===== src/rtl/rtx_fifo_pkg.sv =====
// Package for the retransmit FIFO: the replay latency encoding and the per-edge
// operation bundle passed from the controller to the storage and output stages.
package rtx_fifo_pkg;

    // Replay latency; the values match the select pin level during reset.
    typedef enum logic {
        LAT_ZERO   = 1'b0,
        LAT_NORMAL = 1'b1
    } rtx_lat_e;

    // Operations accepted on the current edge.
    typedef struct packed {
        logic wr_go;
        logic rd_go;
        logic rtx_go;
    } fifo_op_t;

endpackage


===== src/rtl/rtx_fifo_store.sv =====
// Storage array of the retransmit FIFO.
// Does: writes one word per accepted write; gives the word at the read address
// and the word at address 0 combinationally.
// Assumes: addresses are always below DEPTH (the controller wraps them).
module rtx_fifo_store #(
    parameter  int DATA_W = 36,
    parameter  int DEPTH  = 16,
    localparam int AW     = (DEPTH > 1) ? $clog2(DEPTH) : 1
) (
    input  logic              clk,
    input  logic              wr_go_i,
    input  logic [AW-1:0]     wr_addr_i,
    input  logic [DATA_W-1:0] wr_data_i,
    input  logic [AW-1:0]     rd_addr_i,
    output logic [DATA_W-1:0] rd_word_o,
    output logic [DATA_W-1:0] first_word_o
);

    logic [DATA_W-1:0] mem [DEPTH];

    // Store the incoming word at the write address.
    always_ff @(posedge clk) begin
        if (wr_go_i) begin
            mem[wr_addr_i] <= wr_data_i;
        end
    end

    // Present the addressed word and the replay start word.
    always_comb begin
        rd_word_o    = mem[rd_addr_i];
        first_word_o = mem[0];
    end

endmodule


===== src/rtl/rtx_fifo_ctrl.sv =====
// Pointer, occupancy and mode controller of the retransmit FIFO.
// Does: decides which operations are accepted on each edge, keeps the write and
// read pointers, the occupancy and the saturating count of words written since
// reset, and latches the replay latency mode during master reset.
// Assumes: synchronous active-low reset; a retransmit has priority over a read.
module rtx_fifo_ctrl
    import rtx_fifo_pkg::*;
#(
    parameter  int DEPTH = 16,
    localparam int AW    = (DEPTH > 1) ? $clog2(DEPTH) : 1,
    localparam int CW    = $clog2(DEPTH + 1)
) (
    input  logic          clk,
    input  logic          rst_n,
    input  logic          lat_sel_i,
    input  logic          wr_en_i,
    input  logic          rd_en_i,
    input  logic          rtx_n_i,
    output fifo_op_t      op_o,
    output logic [AW-1:0] wr_addr_o,
    output logic [AW-1:0] rd_addr_o,
    output logic          zero_lat_o,
    output logic          empty_o,
    output logic          full_o
);

    localparam logic [CW-1:0] FULL_CNT  = CW'(DEPTH);
    localparam logic [AW-1:0] LAST_ADDR = AW'(DEPTH - 1);

    logic [CW-1:0] count_q;
    logic [CW-1:0] fill_q;
    logic [CW-1:0] fill_nxt;
    logic [AW-1:0] wptr_q;
    logic [AW-1:0] rptr_q;
    rtx_lat_e      mode_q;
    fifo_op_t      op;

    // Advance an address by one with wrap at the last location.
    function automatic logic [AW-1:0] next_addr(input logic [AW-1:0] a);
        return (a == LAST_ADDR) ? '0 : a + 1'b1;
    endfunction

    // Decide the accepted operations and the next written-word count.
    always_comb begin
        op.wr_go  = wr_en_i && (count_q != FULL_CNT);
        op.rtx_go = !rtx_n_i && (fill_q != '0);
        op.rd_go  = rd_en_i && (count_q != '0) && !op.rtx_go;
        fill_nxt  = (op.wr_go && (fill_q != FULL_CNT)) ? fill_q + 1'b1 : fill_q;
    end

    // Latch the replay latency while reset is held.
    always_ff @(posedge clk) begin
        if (!rst_n) begin
            mode_q <= rtx_lat_e'(lat_sel_i);
        end
    end

    // Advance the write pointer and the written-word count.
    always_ff @(posedge clk) begin
        if (!rst_n) begin
            wptr_q <= '0;
            fill_q <= '0;
        end else begin
            if (op.wr_go) begin
                wptr_q <= next_addr(wptr_q);
            end
            fill_q <= fill_nxt;
        end
    end

    // Move the read pointer and occupancy on reads and replays.
    always_ff @(posedge clk) begin
        if (!rst_n) begin
            rptr_q  <= '0;
            count_q <= '0;
        end else if (op.rtx_go) begin
            if (mode_q == LAT_ZERO) begin
                rptr_q  <= next_addr('0);
                count_q <= fill_nxt - 1'b1;
            end else begin
                rptr_q  <= '0;
                count_q <= fill_nxt;
            end
        end else begin
            if (op.rd_go) begin
                rptr_q <= next_addr(rptr_q);
            end
            count_q <= count_q + CW'(op.wr_go) - CW'(op.rd_go);
        end
    end

    // Drive the controller outputs.
    always_comb begin
        op_o       = op;
        wr_addr_o  = wptr_q;
        rd_addr_o  = rptr_q;
        zero_lat_o = (mode_q == LAT_ZERO);
        empty_o    = (count_q == '0);
        full_o     = (count_q == FULL_CNT);
    end

endmodule


===== src/rtl/rtx_fifo_outreg.sv =====
// Output data register of the retransmit FIFO.
// Does: loads the replay start word on a zero-latency replay, or the addressed
// word on a read, and otherwise holds its value.
// Assumes: the two load strobes are never both high (the controller gives the
// replay priority).
module rtx_fifo_outreg #(
    parameter int DATA_W = 36
) (
    input  logic              clk,
    input  logic              rst_n,
    input  logic              load_first_i,
    input  logic              load_read_i,
    input  logic [DATA_W-1:0] first_word_i,
    input  logic [DATA_W-1:0] rd_word_i,
    output logic [DATA_W-1:0] rd_data_o
);

    // Register the selected word, cleared by master reset.
    always_ff @(posedge clk) begin
        if (!rst_n) begin
            rd_data_o <= '0;
        end else if (load_first_i) begin
            rd_data_o <= first_word_i;
        end else if (load_read_i) begin
            rd_data_o <= rd_word_i;
        end
    end

endmodule


===== src/rtl/rtx_fifo.sv =====
// Top of the retransmit FIFO.
// Does: ties the controller, storage and output register together; a low on
// rtx_n_i replays the contents from address 0 with the latency chosen at reset.
// Assumes: one clock for both sides; a replay happens before writes wrap past
// address 0.
module rtx_fifo
    import rtx_fifo_pkg::*;
#(
    parameter  int DATA_W = 36,
    parameter  int DEPTH  = 16,
    localparam int AW     = (DEPTH > 1) ? $clog2(DEPTH) : 1
) (
    input  logic              clk,
    input  logic              rst_n,
    input  logic              lat_sel_i,
    input  logic              wr_en_i,
    input  logic [DATA_W-1:0] wr_data_i,
    input  logic              rd_en_i,
    input  logic              rtx_n_i,
    output logic [DATA_W-1:0] rd_data_o,
    output logic              empty_o,
    output logic              full_o
);

    fifo_op_t          op;
    logic [AW-1:0]     wr_addr;
    logic [AW-1:0]     rd_addr;
    logic              zero_lat;
    logic              wr_go;
    logic              rd_go;
    logic              rtx_go;
    logic [DATA_W-1:0] rd_word;
    logic [DATA_W-1:0] first_word;

    // Split the operation bundle into named strobes.
    always_comb begin
        wr_go  = op.wr_go;
        rd_go  = op.rd_go;
        rtx_go = op.rtx_go;
    end

    rtx_fifo_ctrl #(.DEPTH(DEPTH)) u_ctrl (
        .clk        (clk),
        .rst_n      (rst_n),
        .lat_sel_i  (lat_sel_i),
        .wr_en_i    (wr_en_i),
        .rd_en_i    (rd_en_i),
        .rtx_n_i    (rtx_n_i),
        .op_o       (op),
        .wr_addr_o  (wr_addr),
        .rd_addr_o  (rd_addr),
        .zero_lat_o (zero_lat),
        .empty_o    (empty_o),
        .full_o     (full_o)
    );

    rtx_fifo_store #(.DATA_W(DATA_W), .DEPTH(DEPTH)) u_store (
        .clk          (clk),
        .wr_go_i      (wr_go),
        .wr_addr_i    (wr_addr),
        .wr_data_i    (wr_data_i),
        .rd_addr_i    (rd_addr),
        .rd_word_o    (rd_word),
        .first_word_o (first_word)
    );

    rtx_fifo_outreg #(.DATA_W(DATA_W)) u_outreg (
        .clk          (clk),
        .rst_n        (rst_n),
        .load_first_i (rtx_go && zero_lat),
        .load_read_i  (rd_go),
        .first_word_i (first_word),
        .rd_word_i    (rd_word),
        .rd_data_o    (rd_data_o)
    );

endmodule


===== config.mk =====
export PLATFORM = sky130hd
export DESIGN_NAME = rtx_fifo
export DESIGN_NICKNAME = d
export VERILOG_FILES = /design/src/rtl/rtx_fifo_pkg.sv /design/src/rtl/rtx_fifo_store.sv /design/src/rtl/rtx_fifo_ctrl.sv /design/src/rtl/rtx_fifo_outreg.sv /design/src/rtl/rtx_fifo.sv
export SDC_FILE = /design/constraint.sdc
export NUM_CORES = 1
export LEC_CHECK = 0
export BUFFER_PORTS_ARGS = -buffer_cell sky130_fd_sc_hd__buf_2
export CORE_ASPECT_RATIO = 0.9
export CORE_UTILIZATION = 60
export DETAILED_ROUTE_END_ITERATION = 8
export PLACE_DENSITY = 0.88
export SYNTH_ARGS = -nofsm -noshare
export SYNTH_HDL_FRONTEND = slang
export SYNTH_SLANG_ARGS = --single-unit
export TNS_END_PERCENT = 1

===== constraint.sdc =====
create_clock -name clk -period 7.95 [get_ports clk]
set_input_delay 1.9875 -clock clk [delete_from_list [all_inputs] [get_ports clk]]
set_output_delay 1.9875 -clock clk [all_outputs]
set_load 0.05 [all_outputs]

; ---- Yosys cells after proc, flatten, opt, wreduce, memory -nomap -nowiden
; Memories as Yosys holds them, arrays and structs flattened. A register that Yosys moved wholly into a read port is not among the register bits.
; Index checks and enable logic that the tools add are counted.
[totals]
ff_bits = 55
latchBits = 0
mem_bits_rw = 576
mem_bits_ro = 0
n_memories = 1
[classes]
addsub = 6
mul = 0
div = 0
magnitude_cmp = 0
eq_ne = 5
n_shift = 0
n_mux = 14
n_bitwise = 1
n_reduce_logical = 13
[mem_list]
columns = memory, depth, word_bits, rd, rd_ports_with_merged_regs, write_ports, line_no
row1 = u_store.mem, 16, 36, 2, 1, 1, rtx_fifo_store.sv:19  ; logic [DATA_W-1:0] mem [DEPTH];
[ops]
columns = op, count
row1 = 36-bit two-way mux, 2
row2 = 4-bit two-way mux, 6
row3 = 5-bit two-way mux, 3
row4 = "5-bit != test, second input constant", 2
row5 = 5-bit nonzero test, 2
row6 = "4-bit by 1-bit adder with 4-bit output, second input constant", 2
row7 = "4-bit == test, second input constant", 2
row8 = 1-bit logical AND, 6
row9 = 5-bit by 1-bit adder with 5-bit output, 1
row10 = "5-bit by 1-bit adder with 5-bit output, second input constant", 1
row11 = "5-bit == test, second input constant", 1
row12 = 5-bit zero test, 1
row13 = 5-bit by 1-bit subtractor with 5-bit output, 1
row14 = "5-bit by 1-bit subtractor with 5-bit output, second input constant", 1
row15 = 2-bit nonzero test, 2
row16 = 1-bit two-way mux, 3
row17 = 1-bit zero test, 2
row18 = 1-bit inverter, 1

; ---- Depth between registers and ports, before layout
[logic_depth]
word_depth = 8
ltp_mapped = 18

; ---- Hierarchy
; From an unflattened synthesis, not the netlist that was laid out.
[hier_totals]
hier_cells = 1206
hier_area_um2 = 24835.1
[modules_own_cells]
columns = mod, instances, cells_per_inst, area_per_inst_um2, seq_area_each_um2
row1 = rtx_fifo_store, 1, 902, 21598.2, 17296.6
row2 = rtx_fifo_outreg, 1, 159, 1966.9, 720.7
row3 = rtx_fifo_ctrl, 1, 144, 1263.7, 390.4
row4 = rtx_fifo, 1, 1, 6.3, 0.0

; ---- Worst setup path before layout
; No wires, ideal clock.
[synth_path]
path_kind = input-to-reg
start = in rtx_n_i
end = reg u_ctrl.count_q[4]
arrival_time_ns = 4.063
slack_ns = 3.757
stages = 15
path_cell_list = or2_1 > buf_2 > nand2_8 > inv_4 > buf_2 > ha_1 > inv_1 > ha_1 > inv_1 > fa_1 > inv_1 > a21oi_1 > o21bai_1 > xnor2_1 > o211ai_1
[synth_between]
elab_chain_len = 6
[synth_rtl]
columns = item, line_no
row1 = "start, declared", rtx_fifo.sv:19  ; input logic rtx_n_i,
row2 = 1-bit zero test *, rtx_fifo_ctrl.sv:46  ; op.rtx_go = !rtx_n_i && (fill_q != '0);
row3 = 1-bit logical AND *, rtx_fifo_ctrl.sv:46
row4 = 1-bit zero test, rtx_fifo_ctrl.sv:47  ; op.rd_go = rd_en_i && (count_q != '0) && !op.rtx_go;
row5 = 1-bit logical AND, rtx_fifo_ctrl.sv:47
row6 = 5-bit by 1-bit subtractor with 5-bit output, rtx_fifo_ctrl.sv:88  ; count_q <= count_q + CW'(op.wr_go) - CW'(op.rd_go);
row7 = 5-bit two-way mux *, rtx_fifo_ctrl.sv:76  ; end else if (op.rtx_go) begin
row8 = "end signal, assigned", rtx_fifo_ctrl.sv:79  ; count_q <= fill_nxt - 1'b1;
row9 = "end signal, assigned", rtx_fifo_ctrl.sv:82  ; count_q <= fill_nxt;
row10 = "end signal, assigned", rtx_fifo_ctrl.sv:88
row11 = "end, declared", rtx_fifo_ctrl.sv:30  ; logic [CW-1:0] count_q;
; Every way passes the cells marked *; elsewhere a longest branch is shown, timed or not.
; A chain may end at the register's enable or synchronous reset.

; ---- Worst setup path after layout
[layout_path]
start = reg u_ctrl.count_q[2]
end = out full_o
[layout_between]
elab_chain_len = 1
[layout_rtl]
columns = item, line_no
row1 = 5-bit == test, rtx_fifo_ctrl.sv:99  ; full_o = (count_q == FULL_CNT);
row2 = "end, declared", rtx_fifo.sv:22  ; output logic full_o
; Every way passes these cells.

==> summary.md <==
| Metric | Value |
|---|---|
| Status | finished clean |
| Final Setup Violations | 0 |
| Pin count of the biggest net entering global routing | roughly 110 |
| Number of CTS-inserted buffers | 58 |
| Initial antenna violation count | 0 |
| CTS sink count | about 640 |
| Die W | ~220 µm |
| Fin nets | about 1300 |
| HP Start | u_ctrl.rd_addr_o[1] |
| Flop-to-flop setup slack | around 4000 ps |
| Worst EP arrival | 2410 ps |
| Slew HR | between 10% and 20% |
| HPWL Detailed | 26890 µm |
| DR pass1 iterations | 5 |
| Via count | between 10000 and 15000 |
| Post-route cell area | 27330 µm² |
| Mapped Area | about 25000 µm² |
| Peak Freq | around 230 MHz |
| Clock H-tree levels | 2 |
| Hold buffers post-CTS | 0 |
| Pre-CTS setup slack | around 3300 ps |
| Async S/R FF share, synth | 0% |
| Gpl congestion | roughly 0.8 |
| Critical Path End Type | output pin |
| Top-count cell post-synth | edfxtp_1 |
| Final Util | about 69% |
| Placed Area | 25350 µm² |
| Max IR drop VDD | roughly 0.00019 V |
| Die outline area | around 42000 µm² |
| PortBufs | between 70 and 80 |
| Setup repair after global routing missed its margin | false |
| Cell Rows | 69 |
| Layout fillers | between 2000 and 2500 |
| Post-CTS Setup Inserts | 0 |
| First-pass GRT wire length | around 80000 µm |
| Core Region | 39890 µm² |
| Clock-pin slew on the worst setup and hold paths | roughly 60 ps |
| DRT iter0 DRCs | about 1500 |
| Sum Neg Setup Slack | 0 ps |
| Tightest Pin Transition | approximately 1300 ps |
| Top cells by count, synth | edfxtp_1, mux4_2, dfxtp_1, nand3_1, o21ai_1 |
| Syn Nets | 1188 |
| Period utilisation layout | a little under three fifths |
| Starting density of the core | approximately three fifths |
| Worst Hold Path Cells | 2 |
| Syn Inst Count | about 1100 |
| WL/cell | approximately 30 µm |
| Post-synth EDFFs | just under 600 |
| Pwr per Cell Area | approximately 310 nW/µm² |
| Critical path fanouts, max | 7 |
| Hold Crit Class | reg2reg |
| Overall die height | 193.9 µm |
| DRC | 0 |
| Clock Path Buffers | 3 |
| Max-slew violations | 0 |
| Yosys warns | 0 |
| Main synth FF type | edfxtp_1 |
| CP max stage delay | ~850 ps |
| Remaining antenna violation count | 0 |
| CTS tree | built |
| Clk_lat worst skew | slightly below 600 ps |
| Leakage | 8.595 nW |
| Slack of the critical path | around 3600 ps |
| Largest area contributor in the netlist | edfxtp_1 |
| Area Growth Syn to Fin | 11.36% |
| CP Class | reg2out |
| Final Hold Viols | 0 |
| Worst R2R End | u_ctrl.count_q[4] |
| Overflow after GRT | 0 |
| Yosys top cell area share | about 71% |
| Final Skew | about 17 ps |
| Clk root buf | clkbuf_16 |
| Routed wire length | between 50000 and 60000 µm |
| Distinct cell type count after synthesis | 46 |
| Vias per cell | about 6.7 |
| Seq/Total Area, Yosys | 75.34% |
| Pwr Total | about 8.4 mW |
| R2R cell count | 16 |
| Vias in the first global route | around 13000 |
| # resized after CTS | 0 |
| Diodes inserted | 0 |
| Top post-synthesis cells by area | edfxtp_1, mux4_2, dfxtp_1 |
| Share of layout cells above drive strength 1 | a little under a third |
| # Max-Cap Violations | 0 |
| Crit path required time | approximately 6000 ps |
| Syn_area_per_cell | 21.70 µm² |
| CP max-delay cell | nor4bb_1 |
| Register bit count reported by yosys | between 600 and 700 |
| Worst r2r src | u_ctrl.fill_q[0] |
| Crit path launch type | flop |
| GR Util All Layers | 26.26% |
| CP cell instances | inv_1 > ha_1 > nor4bb_1 > buf_2 |
| Fin crit period | ~4400 ps |
| I/O pins | 80 |
[registers in the layout, summed over array words and instances (netlist names), named ones only]
signal / flops
u_ctrl.mode_q: 1
u_ctrl.wr_addr_o: 4
u_outreg.rd_data_o: 36
u_store.mem: 576
u_ctrl.count_q: 5
u_ctrl.fill_q: 5
u_ctrl.rd_addr_o: 4
[per-layer routing]
layer / vias up / global-route usage [%] / share of wire, %
li1: 4895 / - / -
met5: - / 0 / 0
met4: 0 / 8.800 / 2.8
met1: 6267 / 35.56 / 38
met2: 681 / 43.69 / 51
met3: 111 / 4.769 / 8.2
[worst max-delay path: cells and delay by family (launching register included)]
| kind | cells | cell delay, ps |
|---|---|---|
| buffers and inverters | 2 | 510 |
| adders and majority gates | 1 | 160 |
| DFF | 1 | 310 |
| and+or+nand+nor | 1 | 850 |
[per-stage QoR]
stage / hold WS, ps / cells
final: 515.4 / 1792
after global routing: 541.1 / 1792
after CTS: 509.9 / 1792
after detailed placement: 499.1 / 1683
after global placement: 495.3 / 1683
after floorplan: 473.0 / 1131
[area by class of cell]
class,count,area (µm²),area share [%]
clock buffer,71,1562,5.715
clock inverter,38,416.7,1.525
inverter,15,58.81,0.2152
multi-input combinational,417,5679,20.78
sequential,635,18500,67.70
tap,532,665.6,2.436
timing repair buffer,84,445.4,1.630
[power by group]
part | total (mW) | internal (mW) | leakage, nW | switching (mW)
combinational | 1.57 | 0.673 | 1.92 | 0.892
sequential | 3.94 | 3.80 | 5.69 | 0.144
clock | 2.89 | 1.69 | 0.987 | 1.20
[cell families (layout without fill, tap and decap cells)]
family,after synthesis,count (layout),synth area share [%]
flops,635,635,75.34
mux,192,192,17.01
simple gates,108,108,2.442
compound gates,92,92,2.407
buf+inv,79,208,1.616
fa+ha+maj,15,15,0.7954
xor+xnor,10,10,0.3875
[placed cells by master (no fill, tap or decap), types with 3 or more instances in the layout]
master     instances
nand3_1           31
ha_1              14
clkinv_2          19
nor3b_1            3
mux4_2           180
o21ai_1           27
a211oi_1          11
and4_2             4
a21oi_1           13
clkbuf_1           8
clkbuf_16         59
a22oi_1           26
nor2b_1            3
o21ai_0            3
clkinv_1           7
dfxtp_1           54
xnor2_1            5
buf_2             79
nand2_1           18
mux2i_1           12
bufinv_16          9
xor2_1             4
inv_1             12
nor3_1             3
a21o_1             3
edfxtp_1         577
and2_1             3
and2_2            12
nor2_1            19
buf_4              4
clkbuf_8           4
[worst max path at each step]
stage / start / depth (start not counted) / endpoint
after global routing: u_ctrl.count_q[2] / 4 / full_o
after global placement: rd_en_i / 14 / u_ctrl.count_q[4]
after CTS: u_ctrl.count_q[2] / 4 / full_o
after detailed placement: rd_en_i / 14 / u_ctrl.count_q[4]
after floorplan: rtx_n_i / 15 / u_ctrl.count_q[4]
final: u_ctrl.count_q[2] / 4 / full_o
Note: power is estimated with default switching activity, not from simulation.
